### src/rtl/fpRfPkg.sv
package fpRfPkg;
  localparam int RF_IDX_W = 6;

  localparam logic [1:0] WID_SINGLE = 2'b01;
  localparam logic [1:0] WID_DOUBLE = 2'b10;

  typedef struct packed {
    logic                clearAll;
    logic                wrLo;
    logic                wrHi;
    logic [RF_IDX_W-1:0] wrLoIdx;
    logic [RF_IDX_W-1:0] wrHiIdx;
    logic                rdOk;
    logic                rdDouble;
    logic [RF_IDX_W-1:0] rdLoIdx;
    logic [RF_IDX_W-1:0] rdHiIdx;
  } rfStrobes_t;
endpackage

### src/rtl/fpRfCtrl.sv
module fpRfCtrl
  import fpRfPkg::*;
#(
  parameter int DATA_REGS = 32,
  parameter int CTRL_REGS = 5
) (
  input  logic                clear,
  input  logic                wrEn,
  input  logic [RF_IDX_W-1:0] wrIdx,
  input  logic [1:0]          wrWidth,
  input  logic [RF_IDX_W-1:0] rdIdx,
  input  logic [1:0]          rdWidth,
  output rfStrobes_t          strobes,
  output logic                wrErr,
  output logic                rdErr
);
  localparam int NUM_WORDS = DATA_REGS + CTRL_REGS;
  localparam logic [RF_IDX_W-1:0] LAST_WORD = RF_IDX_W'(NUM_WORDS - 1);
  localparam logic [RF_IDX_W-1:0] LAST_PAIR = RF_IDX_W'(DATA_REGS - 2);

  logic wrSingleOk, wrDoubleOk, rdSingleOk, rdDoubleOk;

  always_comb begin
    wrSingleOk = (wrWidth == WID_SINGLE) && (wrIdx <= LAST_WORD);
    wrDoubleOk = (wrWidth == WID_DOUBLE) && (wrIdx <= LAST_PAIR);
    rdSingleOk = (rdWidth == WID_SINGLE) && (rdIdx <= LAST_WORD);
    rdDoubleOk = (rdWidth == WID_DOUBLE) && (rdIdx <= LAST_PAIR);

    wrErr = wrEn && !(wrSingleOk || wrDoubleOk);
    rdErr = !(rdSingleOk || rdDoubleOk);

    strobes.clearAll = clear;
    strobes.wrLo     = wrEn && (wrSingleOk || wrDoubleOk);
    strobes.wrHi     = wrEn && wrDoubleOk;
    strobes.wrLoIdx  = (wrSingleOk || wrDoubleOk) ? wrIdx : '0;
    strobes.wrHiIdx  = wrDoubleOk ? wrIdx + RF_IDX_W'(1) : '0;
    strobes.rdOk     = rdSingleOk || rdDoubleOk;
    strobes.rdDouble = rdDoubleOk;
    strobes.rdLoIdx  = (rdSingleOk || rdDoubleOk) ? rdIdx : '0;
    strobes.rdHiIdx  = rdDoubleOk ? rdIdx + RF_IDX_W'(1) : '0;
  end
endmodule

### src/rtl/fpRfData.sv
module fpRfData
  import fpRfPkg::*;
#(
  parameter int DATA_REGS = 32,
  parameter int CTRL_REGS = 5,
  parameter int WORD_W    = 32
) (
  input  logic              clk,
  input  logic              rst_n,
  input  rfStrobes_t        strobes,
  input  logic [2*WORD_W-1:0] wrData,
  output logic [2*WORD_W-1:0] rdData
);
  localparam int NUM_WORDS = DATA_REGS + CTRL_REGS;

  logic [WORD_W-1:0] words [NUM_WORDS];

  always_ff @(posedge clk) begin
    if (!rst_n || strobes.clearAll) begin
      for (int i = 0; i < NUM_WORDS; i++) words[i] <= '0;
    end else begin
      if (strobes.wrLo) words[strobes.wrLoIdx] <= wrData[WORD_W-1:0];
      if (strobes.wrHi) words[strobes.wrHiIdx] <= wrData[2*WORD_W-1:WORD_W];
    end
  end

  always_comb begin
    if (!strobes.rdOk)
      rdData = '0;
    else if (strobes.rdDouble)
      rdData = {words[strobes.rdHiIdx], words[strobes.rdLoIdx]};
    else
      rdData = {{WORD_W{1'b0}}, words[strobes.rdLoIdx]};
  end
endmodule

### src/rtl/fpRegFile.sv
module fpRegFile
  import fpRfPkg::*;
#(
  parameter int DATA_REGS = 32,
  parameter int CTRL_REGS = 5,
  parameter int WORD_W    = 32
) (
  input  logic                clk,
  input  logic                rst_n,
  input  logic                clear,
  input  logic                wrEn,
  input  logic [5:0]          wrIdx,
  input  logic [1:0]          wrWidth,
  input  logic [63:0]         wrData,
  input  logic [5:0]          rdIdx,
  input  logic [1:0]          rdWidth,
  output logic [63:0]         rdData,
  output logic                wrErr,
  output logic                rdErr
);
  rfStrobes_t strobes;

  fpRfCtrl #(.DATA_REGS(DATA_REGS), .CTRL_REGS(CTRL_REGS)) uCtrl (
    .clear(clear), .wrEn(wrEn), .wrIdx(wrIdx), .wrWidth(wrWidth),
    .rdIdx(rdIdx), .rdWidth(rdWidth), .strobes(strobes),
    .wrErr(wrErr), .rdErr(rdErr)
  );

  fpRfData #(.DATA_REGS(DATA_REGS), .CTRL_REGS(CTRL_REGS), .WORD_W(WORD_W)) uData (
    .clk(clk), .rst_n(rst_n), .strobes(strobes),
    .wrData(wrData), .rdData(rdData)
  );
endmodule

### config.mk
export PLATFORM = sky130hd
export DESIGN_NAME = fpRegFile
export DESIGN_NICKNAME = d
export VERILOG_FILES = /design/src/rtl/fpRfPkg.sv /design/src/rtl/fpRfCtrl.sv /design/src/rtl/fpRfData.sv /design/src/rtl/fpRegFile.sv
export SDC_FILE = /design/constraint.sdc
export NUM_CORES = 2
export LEC_CHECK = 0
export BUFFER_PORTS_ARGS = -buffer_cell sky130_fd_sc_hd__buf_4
export CAP_MARGIN = 20
export CORE_MARGIN = 4
export CORE_UTILIZATION = 30
export CTS_BUF_LIST = sky130_fd_sc_hd__clkbuf_8
export DETAILED_ROUTE_END_ITERATION = 6
export SLEW_MARGIN = 20
export SYNTH_ARGS = -nofsm -noshare
export SYNTH_HDL_FRONTEND = slang
export SYNTH_HIERARCHICAL = 1
export SYNTH_SLANG_ARGS = --single-unit
### constraint.sdc
create_clock -name clk -period 6.34 [get_ports clk]
set_clock_uncertainty 0.2 [all_clocks]
set_input_delay 0.317 -clock clk [delete_from_list [all_inputs] [get_ports clk]]
set_output_delay 0.317 -clock clk [all_outputs]
set_load 0.02 [all_outputs]
# Word-level counts from Yosys, hierarchy flattened

Memories as Yosys holds them, arrays and structs flattened.
Cells that the tools add are included.

Register bits: 0
Memories: 1
Output and inout port bits: 66
Word-level logic and storage cells: 46
RAM bits: 1184
Input port bits: 84

Memory list:

| name        | depth | bits a word | rd ports | clocked after memory_dff | write ports | RTL line       | text |
|---|---|---|---|---|---|---|---|
| uData.words | 37    | 32          | 2        | 0                        | 37          | fpRfData.sv:16 | `logic [WORD_W-1:0] words [NUM_WORDS];` |

Order comparisons: 4
Eq/ne operators: 4
Reduce and logical (&&, ||, !) cells: 15
Muxes and demuxes: 20
Add/subtract/negate cells: 2

Operators with widths:

| operator                                                                         | count |
|---|---|
| 64-bit two-way mux                                                               | 2 |
| 32-bit two-way mux                                                               | 2 |
| 32-bit OR reduction                                                              | 2 |
| 6-bit two-way mux                                                                | 6 |
| 6-bit by 1-bit adder with 6-bit output, second input constant                    | 2 |
| 6-bit by 5-bit less-or-equal comparator with 1-bit output, second input constant | 2 |
| 6-bit less-or-equal comparator, second input constant                            | 2 |
| 1-bit two-way mux                                                                | 10 |
| 1-bit logical AND                                                                | 7 |
| 2-bit by 1-bit == test with 1-bit output, second input constant                  | 2 |
| 2-bit == test, second input constant                                             | 2 |
| 1-bit zero test                                                                  | 3 |
| 1-bit logical OR                                                                 | 3 |

# Logic depth before layout (Yosys ltp)

Depth in word-level cells: 9
Mapped depth: 16
Depth with buffers taken out: 11

# By module

Netlist, hierarchy kept.

Modules (own cells, without submodules):

| module   | times used | seq. area each (sq um) | cells an instance | area each (sq um) |
|---|---|---|---|---|
| fpRfData | 1          | 61499.0                | 7575              | 119026.7 |
| fpRfCtrl | 1          | 0.0                    | 63                | 491.7 |

# Worst setup path after synthesis

OpenSTA, ideal clock, no wires.

Path type: input-to-reg
Start: input port wrWidth[0]
End: memory uData.words[44][0] (enable)
Required time: 5.674 ns
Cell stages on the path: 8
Arrival: 3.999 ns
Path slack: 1.675 ns
Path buffers: 1
Setup time: 0.466 ns
Path through: or3b_4 a31oi_4 a31oi_4 nor2b_1 and3b_1 nand3b_1 clkbuf_1 o21ai_0

RTL lines:

| what        | RTL line        | text |
|---|---|---|
| from (decl) | fpRegFile.sv:13 | `input logic [1:0] wrWidth,` |
| to (decl)   | fpRfData.sv:16  |  |

==> insert_results.sql <==
INSERT INTO impl_metrics (metric_group, metric, value, unit) VALUES
('drt', 'drt_drc_violations_left', '2', ''),
('sta', 'setup_viol', '0', ''),
('synthesis', 'post_synth_num_cell_types', '69', ''),
('synthesis', 'synthesis.yosys.warnings', '6', ''),
('cts', 'tritoncts', 'done', ''),
('sta', 'timing.max_slew.rel_slack', '-3.354', ''),
('hold_path', 'timing.hold.worst.class', 'primary input to register', ''),
('cts', 'htree_levels', '5', ''),
('synthesis', 'yosysTopAreaCellShare', '0.5146', ''),
('drt', 'postRouteAntennaNets', '0', ''),
('placed_design', 'detailedPlacementHpwl', '332200', 'um'),
('status', 'violations', 'design-rule violations, max-slew violations', ''),
('die', 'boundaryPins', '150', ''),
('finish', 'largest-register', 'uData/words', ''),
('status', 'outcome', 'complete, but fails checks', ''),
('finish', 'fin_area', '0.1347', 'mm^2'),
('grt', 'global_route.usage.total', '0.2679', ''),
('power_and_ir_drop', 'power_switching_share', '0.2799', ''),
('power_and_ir_drop', 'seq_power_share', '0.506', ''),
('synthesis', 'post-synth-top-count-cell', 'sky130_fd_sc_hd__edfxtp_1', ''),
('cts', 'cts_num_sinks', '2048', ''),
('die', 'rows', '231', ''),
('sta', 'hold_viol', '0', ''),
('power_and_ir_drop', 'p_int', '22.08', 'mW'),
('synthesis', 'syn_avg_cell_area', '15.65', 'um^2'),
('sta', 'setup_ws', '0.2395', 'ns'),
('finish', 'seqCellArea', '0.06150', 'mm^2'),
('worst_setup_path', 'cp_max_fo', '31', ''),
('drt', 'wirelength_routed', '568900', 'um'),
('synthesis', 'synth.top_cells.by_area', 'sky130_fd_sc_hd__edfxtp_1, sky130_fd_sc_hd__mux4_2, sky130_fd_sc_hd__a22o_1', ''),
('cts', 'max-clock-path-buffers', '4', ''),
('grt', 'grt_pass1_wl', '758000', 'um'),
('power_and_ir_drop', 'maximum_vdd_drop', '0.1361', 'mV'),
('synthesis', 'syn-instance-count', '7638', ''),
('cts', 'post_cts_resize_count', '0', ''),
('die', 'die_area', '0.4086', 'mm^2'),
('sta', 'setup-tns-final', '0', 'ns'),
('finish', 'multi_input_area', '0.05464', 'mm^2'),
('worst_setup_path', 'worst_setup_path_start_kind', 'primary input', ''),
('worst_setup_path', 'timing.critical_path.to_type', 'output pin', ''),
('finish', 'largestRegisters', 'uData/words (2048)', ''),
('flow_run', 'maxCapViolCount', '0', ''),
('synthesis', 'synth.largest_area_cell', 'sky130_fd_sc_hd__edfxtp_1', ''),
('worst_setup_path', 'critical_path.startpoint', 'rdWidth[0]', ''),
('die', 'fp.dieW', '639.2', 'um'),
('drt', 'first_pass_iters', '7', ''),
('drt', 'routed-via-count', '90050', ''),
('grt', 'antenna_found_initial', '56', ''),
('synthesis', 'synthFlopType', 'sky130_fd_sc_hd__edfxtp_1', ''),
('finish', 'syn_to_final_growth', '12.69', '%'),
('placed_design', 'place_ws', '0.8077', 'ns'),
('power_and_ir_drop', 'relative_contribution_of_the_clock_network_to_total_power', '0.371', ''),
('synthesis', 'post_synth_most_frequent_cells', 'sky130_fd_sc_hd__edfxtp_1, sky130_fd_sc_hd__a22o_1, sky130_fd_sc_hd__mux4_2', ''),
('finish', 'fill_cells', '37660', ''),
('sta', 'post-route-min-period', '6.101', 'ns'),
('finish', 'layoutNonFillerInstCount', '13040', ''),
('hold_path', 'critical_hold_path_startpoint', 'clear', ''),
('sta', 'timing.final.crit_share', '0.9622', ''),
('grt', 'number_of_global_route_vias_before_repair', '86570', ''),
('finish', 'design.final.nets', '7576', ''),
('power_and_ir_drop', 'cellPowerDensity', '227.6', 'mW/mm^2'),
('placed_design', 'port-buffer-count', '149', ''),
('worst_setup_path', 'worst-setup-path-type', 'primary input to output pin', ''),
('worst_setup_path', 'arr_time_crit_path', '5.58', 'ns'),
('synthesis', 'synth.yosys.seq_area_share', '0.5146', ''),
('drt', 'routed_wire_length_per_instance', '43.64', 'um'),
('sta', 'worst_hold_slack', '0.08694', 'ns'),
('sta', 'drv_slew', '1106', ''),
('sta', 'maximum_frequency_from_static_timing_analysis', '0.1639', 'GHz'),
('synthesis', 'async_flop_share', '0', ''),
('synthesis', 'synthesis.area', '0.1195', 'mm^2');
## cells by family (layout without fill, tap and decap cells)
kind of cell               after synthesis  in the layout  synth area share
other                                    1             46        0.00003138
adders and majority gates                4              4         0.0004188
buffers and inverters                 1164           1274           0.04160
AOI/OAI and AO/OA                     1681           1681            0.1167
xor gates and xnor gates                 6              6         0.0004397
muxes                                 2243           2243            0.3067
and+or+nand+nor                        491            491           0.01957
DFF                                   2048           2048            0.5146
## stage by stage
step | util | total power [mW]
after floorplan | - | 17.79
after global placement | 0.3213 | 19.21
after detailed placement | 0.3214 | 19.29
after CTS | 0.3393 | 30.42
after global routing | 0.3397 | 31.28
final | 0.3399 | 30.66
## worst max-delay path, stage by stage
cell and delay [ns]:
sky130_fd_sc_hd__buf_4 0.13, sky130_fd_sc_hd__or3b_4 0.45, sky130_fd_sc_hd__a31oi_4 0.38, sky130_fd_sc_hd__a31oi_4 0.16
sky130_fd_sc_hd__nor2_4 0.76, sky130_fd_sc_hd__buf_4 0.62, sky130_fd_sc_hd__mux4_2 0.39, sky130_fd_sc_hd__mux2i_1 0.87
sky130_fd_sc_hd__a22oi_1 0.47, sky130_fd_sc_hd__nand3_1 0.38, sky130_fd_sc_hd__o21ai_0 0.34, sky130_fd_sc_hd__buf_4 0.27
## final timing paths
kind	to	slack, ns	depth (start not counted)
hold / removal	uData/words[0][26]$_DFFE_PP_	0.09	4
setup / recovery	rdData[11]	0.24	12
## area by class of cell
cell class	instances	share of cell area
antenna	44	0.0008175
clock buffer	368	0.03761
clock inverter	255	0.008510
inverter	11	0.0003066
multi-input combinational	4427	0.4057
sequential	2048	0.4566
tap	5242	0.04870
timing repair buffer	640	0.04175
## power groups by stage
stage                     Sequential (mW)  Combinational, mW  Clock [mW]
final                                15.5               3.76        11.4
after global routing                 15.5               3.77        12.0
after detailed placement             15.8               3.51           0
after floorplan                      15.7               2.10           0
after global placement               15.7               3.47           0
after CTS                            15.5               3.57        11.4
## layout by cell type (no fill, tap or decap), types with 15 or more instances in the layout
cell type	synthesis	layout
sky130_fd_sc_hd__buf_4	83	504
sky130_fd_sc_hd__nor2_1	116	74
sky130_fd_sc_hd__a22oi_1	169	169
sky130_fd_sc_hd__diode_2	0	44
sky130_fd_sc_hd__nor3_1	62	25
sky130_fd_sc_hd__clkinv_1	0	95
sky130_fd_sc_hd__o211ai_1	42	42
sky130_fd_sc_hd__mux2_1	30	30
sky130_fd_sc_hd__a211oi_1	15	15
sky130_fd_sc_hd__inv_1	9	114
sky130_fd_sc_hd__clkinv_2	0	34
sky130_fd_sc_hd__a21oi_1	63	63
sky130_fd_sc_hd__nor2b_1	43	36
sky130_fd_sc_hd__o21ai_0	55	42
sky130_fd_sc_hd__mux4_2	1044	1044
sky130_fd_sc_hd__o221ai_4	0	37
sky130_fd_sc_hd__o22ai_4	0	15
sky130_fd_sc_hd__clkbuf_8	0	368
sky130_fd_sc_hd__mux2_2	884	884
sky130_fd_sc_hd__nand2_1	151	151
sky130_fd_sc_hd__dlygate4sd3_1	0	89
sky130_fd_sc_hd__a22o_1	1202	1202
sky130_fd_sc_hd__nor3_2	1	35
sky130_fd_sc_hd__edfxtp_1	2048	2048
sky130_fd_sc_hd__nor2_4	0	40
sky130_fd_sc_hd__buf_12	0	40
sky130_fd_sc_hd__and2_1	21	18
sky130_fd_sc_hd__nand3_1	41	39
sky130_fd_sc_hd__mux2i_1	285	282
## per-layer routing
metal	vias to the layer above	share of wire	global-route usage	routed length, um
met5	-	0.00036	0.0008271	202
met1	46220	0.32	0.3136	184800
met3	2572	0.15	0.1042	86880
met2	9411	0.42	0.3906	240800
met4	32	0.099	0.2140	56150
li1	31820	-	-	-
No activity file was read; power rests on OpenSTA's default activity.
